### src/rtl/adc_seq_pkg.sv
package adc_seq_pkg;

    typedef enum logic [3:0] {
        S_IDLE,
        S_CMD_A,
        S_POLL_A_RQ,
        S_POLL_A_CK,
        S_CMD_B,
        S_POLL_B_RQ,
        S_POLL_B_CK,
        S_LO_RQ,
        S_HI_RQ,
        S_HI_CK,
        S_DONE,
        S_FAIL
    } seq_state_t;

    // register offsets inside one converter window
    localparam int OFS_DATA_LO = 0;
    localparam int OFS_DATA_HI = 1;
    localparam int OFS_COMMAND = 2;
    localparam int OFS_STATUS  = 3;
    localparam int READY_BIT   = 7;

endpackage

### src/rtl/adc_cmd_encode.sv
module adc_cmd_encode #(
    parameter int CHAN_W     = 4,
    parameter int RANGE_W    = 2,
    parameter int BYTE_W     = 8,
    parameter int ADDR_W     = 4,
    parameter int WIN_STRIDE = 4
) (
    input  logic [CHAN_W-1:0]  chan,
    input  logic [RANGE_W-1:0] range_code,
    input  logic               diff,
    output logic [BYTE_W-1:0]  cmd_byte,
    output logic [ADDR_W-1:0]  win_base
);
    // the top channel bit selects the window; the rest address inside it
    localparam int LOCAL_W = CHAN_W - 1;

    logic [LOCAL_W-1:0] local_chan;

    assign local_chan = chan[LOCAL_W-1:0];

    always_comb begin
        cmd_byte      = '0;
        cmd_byte[7]   = ~diff;
        cmd_byte[6]   = local_chan[0];
        cmd_byte[5:4] = local_chan[2:1];
        cmd_byte[3:2] = range_code[1:0];
    end

    assign win_base = chan[CHAN_W-1] ? ADDR_W'(WIN_STRIDE) : '0;

endmodule

### src/rtl/adc_poll_timer.sv
module adc_poll_timer #(
    parameter int LIMIT = 100000
) (
    input  logic clk,
    input  logic rst_n,
    input  logic clear,
    input  logic step,
    output logic expired
);
    localparam int CNT_W = $clog2(LIMIT + 1);

    logic [CNT_W-1:0] count;

    always_ff @(posedge clk) begin
        if (!rst_n || clear) begin
            count <= '0;
        end else if (step) begin
            count <= count + 1'b1;
        end
    end

    // true while the poll being checked is the last one allowed
    assign expired = (count == CNT_W'(LIMIT - 1));

endmodule

### src/rtl/adc_sample_fix.sv
module adc_sample_fix #(
    parameter int BYTE_W  = 8,
    parameter int RANGE_W = 2
) (
    input  logic [BYTE_W-1:0]    lo_byte,
    input  logic [BYTE_W-1:0]    hi_byte,
    input  logic [RANGE_W-1:0]   range_code,
    output logic [2*BYTE_W-1:0]  sample
);
    localparam int SAMPLE_W = 2 * BYTE_W;
    localparam logic [SAMPLE_W-1:0] HALF_SCALE = SAMPLE_W'(1) << (SAMPLE_W - 1);

    logic bipolar;

    assign bipolar = (range_code < RANGE_W'(2));
    assign sample  = {hi_byte, lo_byte} + (bipolar ? HALF_SCALE : '0);

endmodule

### src/rtl/adc_read_seq.sv
module adc_read_seq #(
    parameter int CHAN_W     = 4,
    parameter int RANGE_W    = 2,
    parameter int BYTE_W     = 8,
    parameter int ADDR_W     = 4,
    parameter int WIN_STRIDE = 4,
    parameter int POLL_LIMIT = 100000
) (
    input  logic                  clk,
    input  logic                  rst_n,
    input  logic                  req_valid,
    input  logic [CHAN_W-1:0]     req_chan,
    input  logic [RANGE_W-1:0]    req_range,
    input  logic                  req_diff,
    output logic                  busy,
    output logic                  done,
    output logic                  timeout,
    output logic [2*BYTE_W-1:0]   sample,
    output logic [ADDR_W-1:0]     bus_addr,
    output logic                  bus_wr,
    output logic [BYTE_W-1:0]     bus_wdata,
    output logic                  bus_rd,
    input  logic [BYTE_W-1:0]     bus_rdata
);
    import adc_seq_pkg::*;

    localparam int SAMPLE_W = 2 * BYTE_W;

    seq_state_t state, state_nx;

    logic [CHAN_W-1:0]   chan_q;
    logic [RANGE_W-1:0]  range_q;
    logic                diff_q;
    logic [BYTE_W-1:0]   lo_q;
    logic [SAMPLE_W-1:0] sample_q;
    logic [SAMPLE_W-1:0] sample_fixed;
    logic [BYTE_W-1:0]   cmd_byte;
    logic [ADDR_W-1:0]   win_base;
    logic [ADDR_W-1:0]   ofs;
    logic                ready;
    logic                poll_clear;
    logic                poll_step;
    logic                poll_expired;
    logic                accept;

    assign accept = (state == S_IDLE) && req_valid;
    assign ready  = bus_rdata[READY_BIT];

    adc_cmd_encode #(
        .CHAN_W(CHAN_W), .RANGE_W(RANGE_W), .BYTE_W(BYTE_W),
        .ADDR_W(ADDR_W), .WIN_STRIDE(WIN_STRIDE)
    ) i_encode (
        .chan(chan_q), .range_code(range_q), .diff(diff_q),
        .cmd_byte(cmd_byte), .win_base(win_base)
    );

    adc_poll_timer #(.LIMIT(POLL_LIMIT)) i_timer (
        .clk(clk), .rst_n(rst_n), .clear(poll_clear),
        .step(poll_step), .expired(poll_expired)
    );

    adc_sample_fix #(.BYTE_W(BYTE_W), .RANGE_W(RANGE_W)) i_fix (
        .lo_byte(lo_q), .hi_byte(bus_rdata), .range_code(range_q),
        .sample(sample_fixed)
    );

    // state register
    always_ff @(posedge clk) begin
        if (!rst_n) begin
            state <= S_IDLE;
        end else begin
            state <= state_nx;
        end
    end

    // request capture and result registers
    always_ff @(posedge clk) begin
        if (!rst_n) begin
            chan_q   <= '0;
            range_q  <= '0;
            diff_q   <= 1'b0;
            lo_q     <= '0;
            sample_q <= '0;
        end else begin
            if (accept) begin
                chan_q  <= req_chan;
                range_q <= req_range;
                diff_q  <= req_diff;
            end
            if (state == S_HI_RQ) begin
                lo_q <= bus_rdata;
            end
            if (state == S_HI_CK) begin
                sample_q <= sample_fixed;
            end
        end
    end

    // next state
    always_comb begin
        state_nx = state;
        unique case (state)
            S_IDLE:      if (req_valid) state_nx = S_CMD_A;
            S_CMD_A:     state_nx = S_POLL_A_RQ;
            S_POLL_A_RQ: state_nx = S_POLL_A_CK;
            S_POLL_A_CK: begin
                if (ready)             state_nx = S_CMD_B;
                else if (poll_expired) state_nx = S_FAIL;
                else                   state_nx = S_POLL_A_RQ;
            end
            S_CMD_B:     state_nx = S_POLL_B_RQ;
            S_POLL_B_RQ: state_nx = S_POLL_B_CK;
            S_POLL_B_CK: begin
                if (ready)             state_nx = S_LO_RQ;
                else if (poll_expired) state_nx = S_FAIL;
                else                   state_nx = S_POLL_B_RQ;
            end
            S_LO_RQ:     state_nx = S_HI_RQ;
            S_HI_RQ:     state_nx = S_HI_CK;
            S_HI_CK:     state_nx = S_DONE;
            S_DONE:      state_nx = S_IDLE;
            S_FAIL:      state_nx = S_IDLE;
            default:     state_nx = S_IDLE;
        endcase
    end

    // outputs
    always_comb begin
        bus_wr     = 1'b0;
        bus_rd     = 1'b0;
        ofs        = '0;
        done       = 1'b0;
        timeout    = 1'b0;
        poll_clear = 1'b0;
        poll_step  = 1'b0;
        unique case (state)
            S_CMD_A, S_CMD_B: begin
                bus_wr     = 1'b1;
                ofs        = ADDR_W'(OFS_COMMAND);
                poll_clear = 1'b1;
            end
            S_POLL_A_RQ, S_POLL_B_RQ: begin
                bus_rd = 1'b1;
                ofs    = ADDR_W'(OFS_STATUS);
            end
            S_POLL_A_CK, S_POLL_B_CK: poll_step = ~ready;
            S_LO_RQ: begin
                bus_rd = 1'b1;
                ofs    = ADDR_W'(OFS_DATA_LO);
            end
            S_HI_RQ: begin
                bus_rd = 1'b1;
                ofs    = ADDR_W'(OFS_DATA_HI);
            end
            S_DONE:  done    = 1'b1;
            S_FAIL:  timeout = 1'b1;
            default: ;
        endcase
    end

    assign busy      = (state != S_IDLE);
    assign bus_addr  = win_base | ofs;
    assign bus_wdata = cmd_byte;
    assign sample    = sample_q;

endmodule

### config.mk
export PLATFORM = sky130hd
export DESIGN_NAME = adc_read_seq
export DESIGN_NICKNAME = d
export VERILOG_FILES = /design/src/rtl/adc_seq_pkg.sv /design/src/rtl/adc_cmd_encode.sv /design/src/rtl/adc_poll_timer.sv /design/src/rtl/adc_sample_fix.sv /design/src/rtl/adc_read_seq.sv
export SDC_FILE = /design/constraint.sdc
export NUM_CORES = 1
export LEC_CHECK = 0
export ABC_AREA = 1
export ABC_CLOCK_PERIOD_IN_PS = 3300
export BUFFER_PORTS_ARGS = -buffer_cell sky130_fd_sc_hd__buf_2
export CAP_MARGIN = 20
export CORE_ASPECT_RATIO = 1.5
export CORE_MARGIN = 2
export CORE_UTILIZATION = 45
export DETAILED_ROUTE_END_ITERATION = 10
export PLACE_DENSITY = 0.63
export SYNTH_ARGS = -nofsm -noshare
export SYNTH_HDL_FRONTEND = slang
export SYNTH_SLANG_ARGS = --single-unit
### constraint.sdc
create_clock -name clk -period 3.3 [get_ports clk]
set_clock_uncertainty 0.15 [all_clocks]
set_input_delay 0.495 -clock clk [delete_from_list [all_inputs] [get_ports clk]]
set_output_delay 0.495 -clock clk [all_outputs]
set_load 0.02 [all_outputs]
Yosys cells after proc, flatten, opt, wreduce, memory -nomap -nowiden --
Cells that the tools add are included.
Operators by class: reductions and logical operators 9, add/subtract/negate cells 2, eq/ne operators 13, magnitude comparators 1, bitwise logic cells 3, mux-type cells 14
Operator list (count):
- one-hot mux 4 bit (10 select lines) | 1
- two-way mux 4 bit | 5
- adder 17 x 1 -> 17 bit, second input constant | 1
- equality test 17 bit, second input constant | 1
- adder 16 bit | 1
- equality test 4 x 3 -> 1 bit, second input constant | 4
- equality test 4 bit, second input constant | 4
- two-way mux 16 bit | 1
- equality test 4 x 2 -> 1 bit, second input constant | 2
- one-hot mux 2 bit (3 select lines) | 1
- OR reduction 2 bit | 3
- two-way mux 1 bit | 5
- equality test 4 x 1 -> 1 bit, second input constant | 1
- logical NOT 4 bit | 1
- bitwise OR 4 bit | 1
- nonzero test 4 bit | 1
- OR reduction 4 bit | 1
- two-way mux 3 bit | 1
- < comparator 2 bit, second input constant | 1
- != test 2 bit, second input constant | 1
- inverter 1 bit | 2
- logical AND 1 bit | 1
- logical NOT 1 bit | 1
- logical OR 1 bit | 1
Storage, ports and cells: output and inout port bits 33, input bits 18, word-level logic and storage cells 49, register bits after elaboration 52

Logic depth before layout (Yosys ltp) --
depth in word-level cells 4, gate-level depth with buffers 10, depth with buffers taken out 9

Modules after synthesis --
Synthesis repeated with hierarchy kept, for this count alone.
Unflattened totals: cells, all modules 379, area, all modules 2558.7 um^2
By module, submodules not included:
- adc_read_seq | cells an instance 216, seq. area each 700.7 um^2, instances 1, area each 1475.2 um^2
- adc_poll_timer | cells an instance 130, seq. area each 340.3 um^2, instances 1, area each 862.1 um^2
- adc_sample_fix | cells an instance 20, seq. area each 0.0 um^2, instances 1, area each 131.4 um^2
- adc_cmd_encode | cells an instance 13, seq. area each 0.0 um^2, instances 1, area each 90.1 um^2

Least setup slack after synthesis --
No wires, ideal clock.
kind reg-to-output, start point register state[2], end point output bus_rd, stages on the path, launching flop included 7, data arrival time 1.297 ns, slack 1.358 ns, required time 2.655 ns, path buffers 0, path through dfxtp_1 inv_1 nand2_1 nor2_2 inv_2 nand2_1 or2_1
On the way: cells in the longest elaborated chain, start to end 3, elaborated cells between the ends (all ways) 6, those cells by class eq/ne (4); mux (1); reduce/logical (1)
RTL lines:
- start, declared | line adc_read_seq.sv:29 | seq_state_t state, state_nx;
- start signal, assigned | line adc_read_seq.sv:72 | state <= state_nx;
- equality test 4 bit, or another cell as far along | line adc_read_seq.sv:136 | unique case (state)
- OR reduction 4 bit (no source line) *
- two-way mux 1 bit * | line adc_read_seq.sv:136
- end, declared | line adc_read_seq.sv:22 | output logic bus_rd,
Every way passes the cells marked *; elsewhere a longest branch is shown, timed or not.

Final worst setup path --
Same ends and word-level chain as after synthesis.

==> out/results.txt <==
Traced cell by cell, the critical path runs through inv_1, nand2_1, nor2_2, inv_2, nand2_1, or2_1, buf_2. The flip-flop and latch count after synthesis came out at 52. By instance count, the leading cell after synthesis is sky130_fd_sc_hd__nand2_1. The startpoint class of the critical path is a flop. The part of the cycle the worst path needs was 72.7%; the number of buffers inserted by post-CTS setup repair was 0. TritonCTS built the clock tree.

The wire-length estimate of the detail-placed layout is 4.37 mm. The number of max-slew violations in the final report came out at 0. Relative to the synthesized area, the layout overhead comes to 12.9%. The run gives 0 as the total number of yosys warnings. The tree is rooted in a sky130_fd_sc_hd__clkbuf_8.

CTS sink count: 52. The number of enable-type register cells in the synthesized netlist came out at 0. The min-delay analysis places its worst path in the category in2reg. Derived from the worst setup path, the maximum achievable clock frequency is 417 MHz. Final wirelength: 5.94 mm.

The chip height is 96.0 um. The congestion estimate from routability-driven global placement came to 0.894. The most used flip-flop cell after synthesis is sky130_fd_sc_hd__dfxtp_1. The number of nets in the layout came out at 436. Sorting the synthesized cells by how often they occur yields sky130_fd_sc_hd__nand2_1 (91), sky130_fd_sc_hd__nor2_1 (78), sky130_fd_sc_hd__dfxtp_1 (52), sky130_fd_sc_hd__o21ai_0 (31), sky130_fd_sc_hd__inv_1 (25). The residual overflow from global routing is 0.

The hold buffer count at cts was 0. The tools report the count of standard-cell rows as 33. In the routed layout, each cell is associated on average with a via count of 4.92. Of the synthesized area, sequential elements account for 41.0%.

The worst-case IR drop observed on VDD is 0.245 mV. Count of port buffers added during placement: 47. The die outline width is 65.4 um.

STA puts the critical path data arrival time at 1750 ps. In the final routed layout, each cell accounts on average for 12.2 um. The worst setup path is captured at an output port. Synthesis produced a netlist whose cell count is 375. After global routing, the most crowded layer is met2. Data on the critical path is required at its endpoint by 2650 ps. Top fanout value on the critical path: 10. The core region is 0.00545 mm^2. The die area came out at 0.00628 mm^2.

After synthesis, the cell types taking the most area are sky130_fd_sc_hd__dfxtp_1 (41%), sky130_fd_sc_hd__nand2_1 (13%), sky130_fd_sc_hd__nor2_1 (12%). The worst path in the final design needs a cycle of 2400 ps, including I/O delays and setup. The run gives 0 as the final hold violation count. Setup repair after global routing left no endpoint under its margin.

The critical path contains buffers and inverters numbering 3 combined. The clock latency on the worst-skew pair came out at 300 ps. The detailed router placed 2400 vias in this run. In this run, the number of DRC markers left after iteration 0 of detailed routing was 69. For met3 alone, demand over resource in global routing was 3.74%.

The run gives 4 as the first-pass detailed-route iteration total. The slowest library cell on the worst path is sky130_fd_sc_hd__nor2_2. The global-route wire length before repair was 10.1 mm. The pin count of the biggest net entering global routing is 29, and the count of inserted antenna diode cells is 0. The tool flagged a number of max-cap violations equal to 0.

The run gives 46.6% as the starting density of the core. During I/O placement, the number of pins put on the boundary was 51. In this run, distinct cell masters in the synthesized netlist total 28. The run finished with clean final reports. The logs give 22.8% for the met1 usage in global routing and 2298 for the via count of the first global-routing pass. The top cell family by delay on the critical path was simple AND/OR/NAND/NOR gates. Setup slack on the critical path of the routed design comes to 902 ps.

Cells with a size suffix above 1 make up 19.1% of the layout. The tools report the largest buffer count on any clock path as 2. The run gives 0.00254 mm^2 as the post-synthesis instance area.

Global routing used 20.2% of the available tracks across all layers. In this run the mean area of a mapped cell was 6.78 um^2. The layout has 574 filler cells. Global routing consumed, on the met2 layer, 37.2% of the routing resources.

The biggest area contributor in the post-synthesis netlist is sky130_fd_sc_hd__dfxtp_1. The leakage power was 1.21 nW; the share of flip-flops with an asynchronous set or reset was 0%. The number of resized instances in the post-cts repair step was 0; the setup slack at placement was 1240 ps. Largest stage delay on the critical path: 350 ps.

The detail route stage leaves a number of antenna-violating nets equal to 0. The cell area power density is 407 mW/mm^2. Counting stages on the worst path, the most repeated cell is sky130_fd_sc_hd__nand2_1.

The tools report the final-report setup violation count as 0. Total negative setup slack: 0 ps. Buffers inserted during clock tree synthesis total 5. The clock transition at the registers of the reported paths is 100 ps, and the number of antenna violations at the first check in global routing is 0.

By startpoint and endpoint, the worst setup path is classified as reg2out. After synthesis, the largest area contributor takes up 41.0% of total cell area. For the count of unresolved DRC violations after routing, the log shows 0.

The run gives 2 as the CTS H-tree depth.
## stage by stage
step	instance area (um^2)	util, %	std cells	hold WS, ps	total power, mW
5_1_grt	2870	52.6	488	271	1.23
3_5_place_dp	2780	51.0	480	304	0.811
6_report	2870	52.6	488	282	1.17
3_3_place_gp	2780	51.0	480	294	0.810
4_1_cts	2870	52.6	488	274	1.18
2_1_floorplan	2550	-	377	300	0.768
## cell families after synthesis
group,after synthesis,synth area share [%]
simple gates,211,35.1
xor+xnor,4,1.38
flops,52,41.0
other cells,1,0.148
fa+ha+maj,1,0.492
buf+inv,44,8.07
compound gates,62,13.8
## placed cells by master, fill, tap and decap left out, types with 5 or more instances in the layout
cell type,netlist,layout
sky130_fd_sc_hd__nand3_1,12,12
sky130_fd_sc_hd__nand2_1,91,91
sky130_fd_sc_hd__buf_2,2,47
sky130_fd_sc_hd__clkbuf_8,0,5
sky130_fd_sc_hd__inv_1,25,25
sky130_fd_sc_hd__nand4_1,11,11
sky130_fd_sc_hd__o21ai_0,31,31
sky130_fd_sc_hd__nand2_2,5,5
sky130_fd_sc_hd__a21oi_2,10,10
sky130_fd_sc_hd__a21oi_1,20,20
sky130_fd_sc_hd__nor2_1,78,78
sky130_fd_sc_hd__dfxtp_1,52,52
## registers in the layout, summed over array words and instances, names as in the netlist
register,flops
sample,16
state,4
range_q,2
lo_q,8
chan_q,4
i_timer.count,17
diff_q,1
## layer usage
metal / wire, um / vias to the layer above
li1: - / 1273
met3: 183 / 6
met4: 81 / 0
met5: 0 / -
met2: 3070 / 37
met1: 2600 / 1084
## layout make-up
type                    instances  area (um^2)  area share [%]
flip-flops and latches         52         1040            36.3
repair buffers                 47          235            8.20
clock inverters                 3         21.3           0.741
clock buffers                   5         68.8            2.40
well taps                      70         87.6            3.05
multi-input cells             281         1300            45.4
inverters                      30          113            3.92
## power by group
| group | internal (mW) | switching [mW] | total (mW) |
|---|---|---|---|
| sequential | 0.639 | 0.0109 | 0.650 |
| combinational | 0.0415 | 0.103 | 0.145 |
| clock | 0.151 | 0.222 | 0.373 |
| total | 0.832 | 0.336 | 1.17 |
## tightest hold or removal path: cells and delay by family
kind	cells	cell delay (ps)
buffers and inverters	1	90
AND/OR/NAND/NOR	2	120
## path summary, 6_finish.rpt
check                                                   start                              to  slack [ps]  cells after the start
worst max register to register  i_timer.count[0]$_SDFFE_PP0P_  i_timer.count[16]$_SDFFE_PP0P_        1390                      8
worst max-delay path                    state[2]$_SDFFE_PN0P_                          bus_rd         900                      7
worst min register to register         chan_q[1]$_SDFFE_PN0P_          chan_q[1]$_SDFFE_PN0P_         310                      2
worst min-delay path                             bus_rdata[0]          sample[8]$_SDFFE_PN0P_         280                      3
No activity file was read; power rests on OpenSTA's default activity.
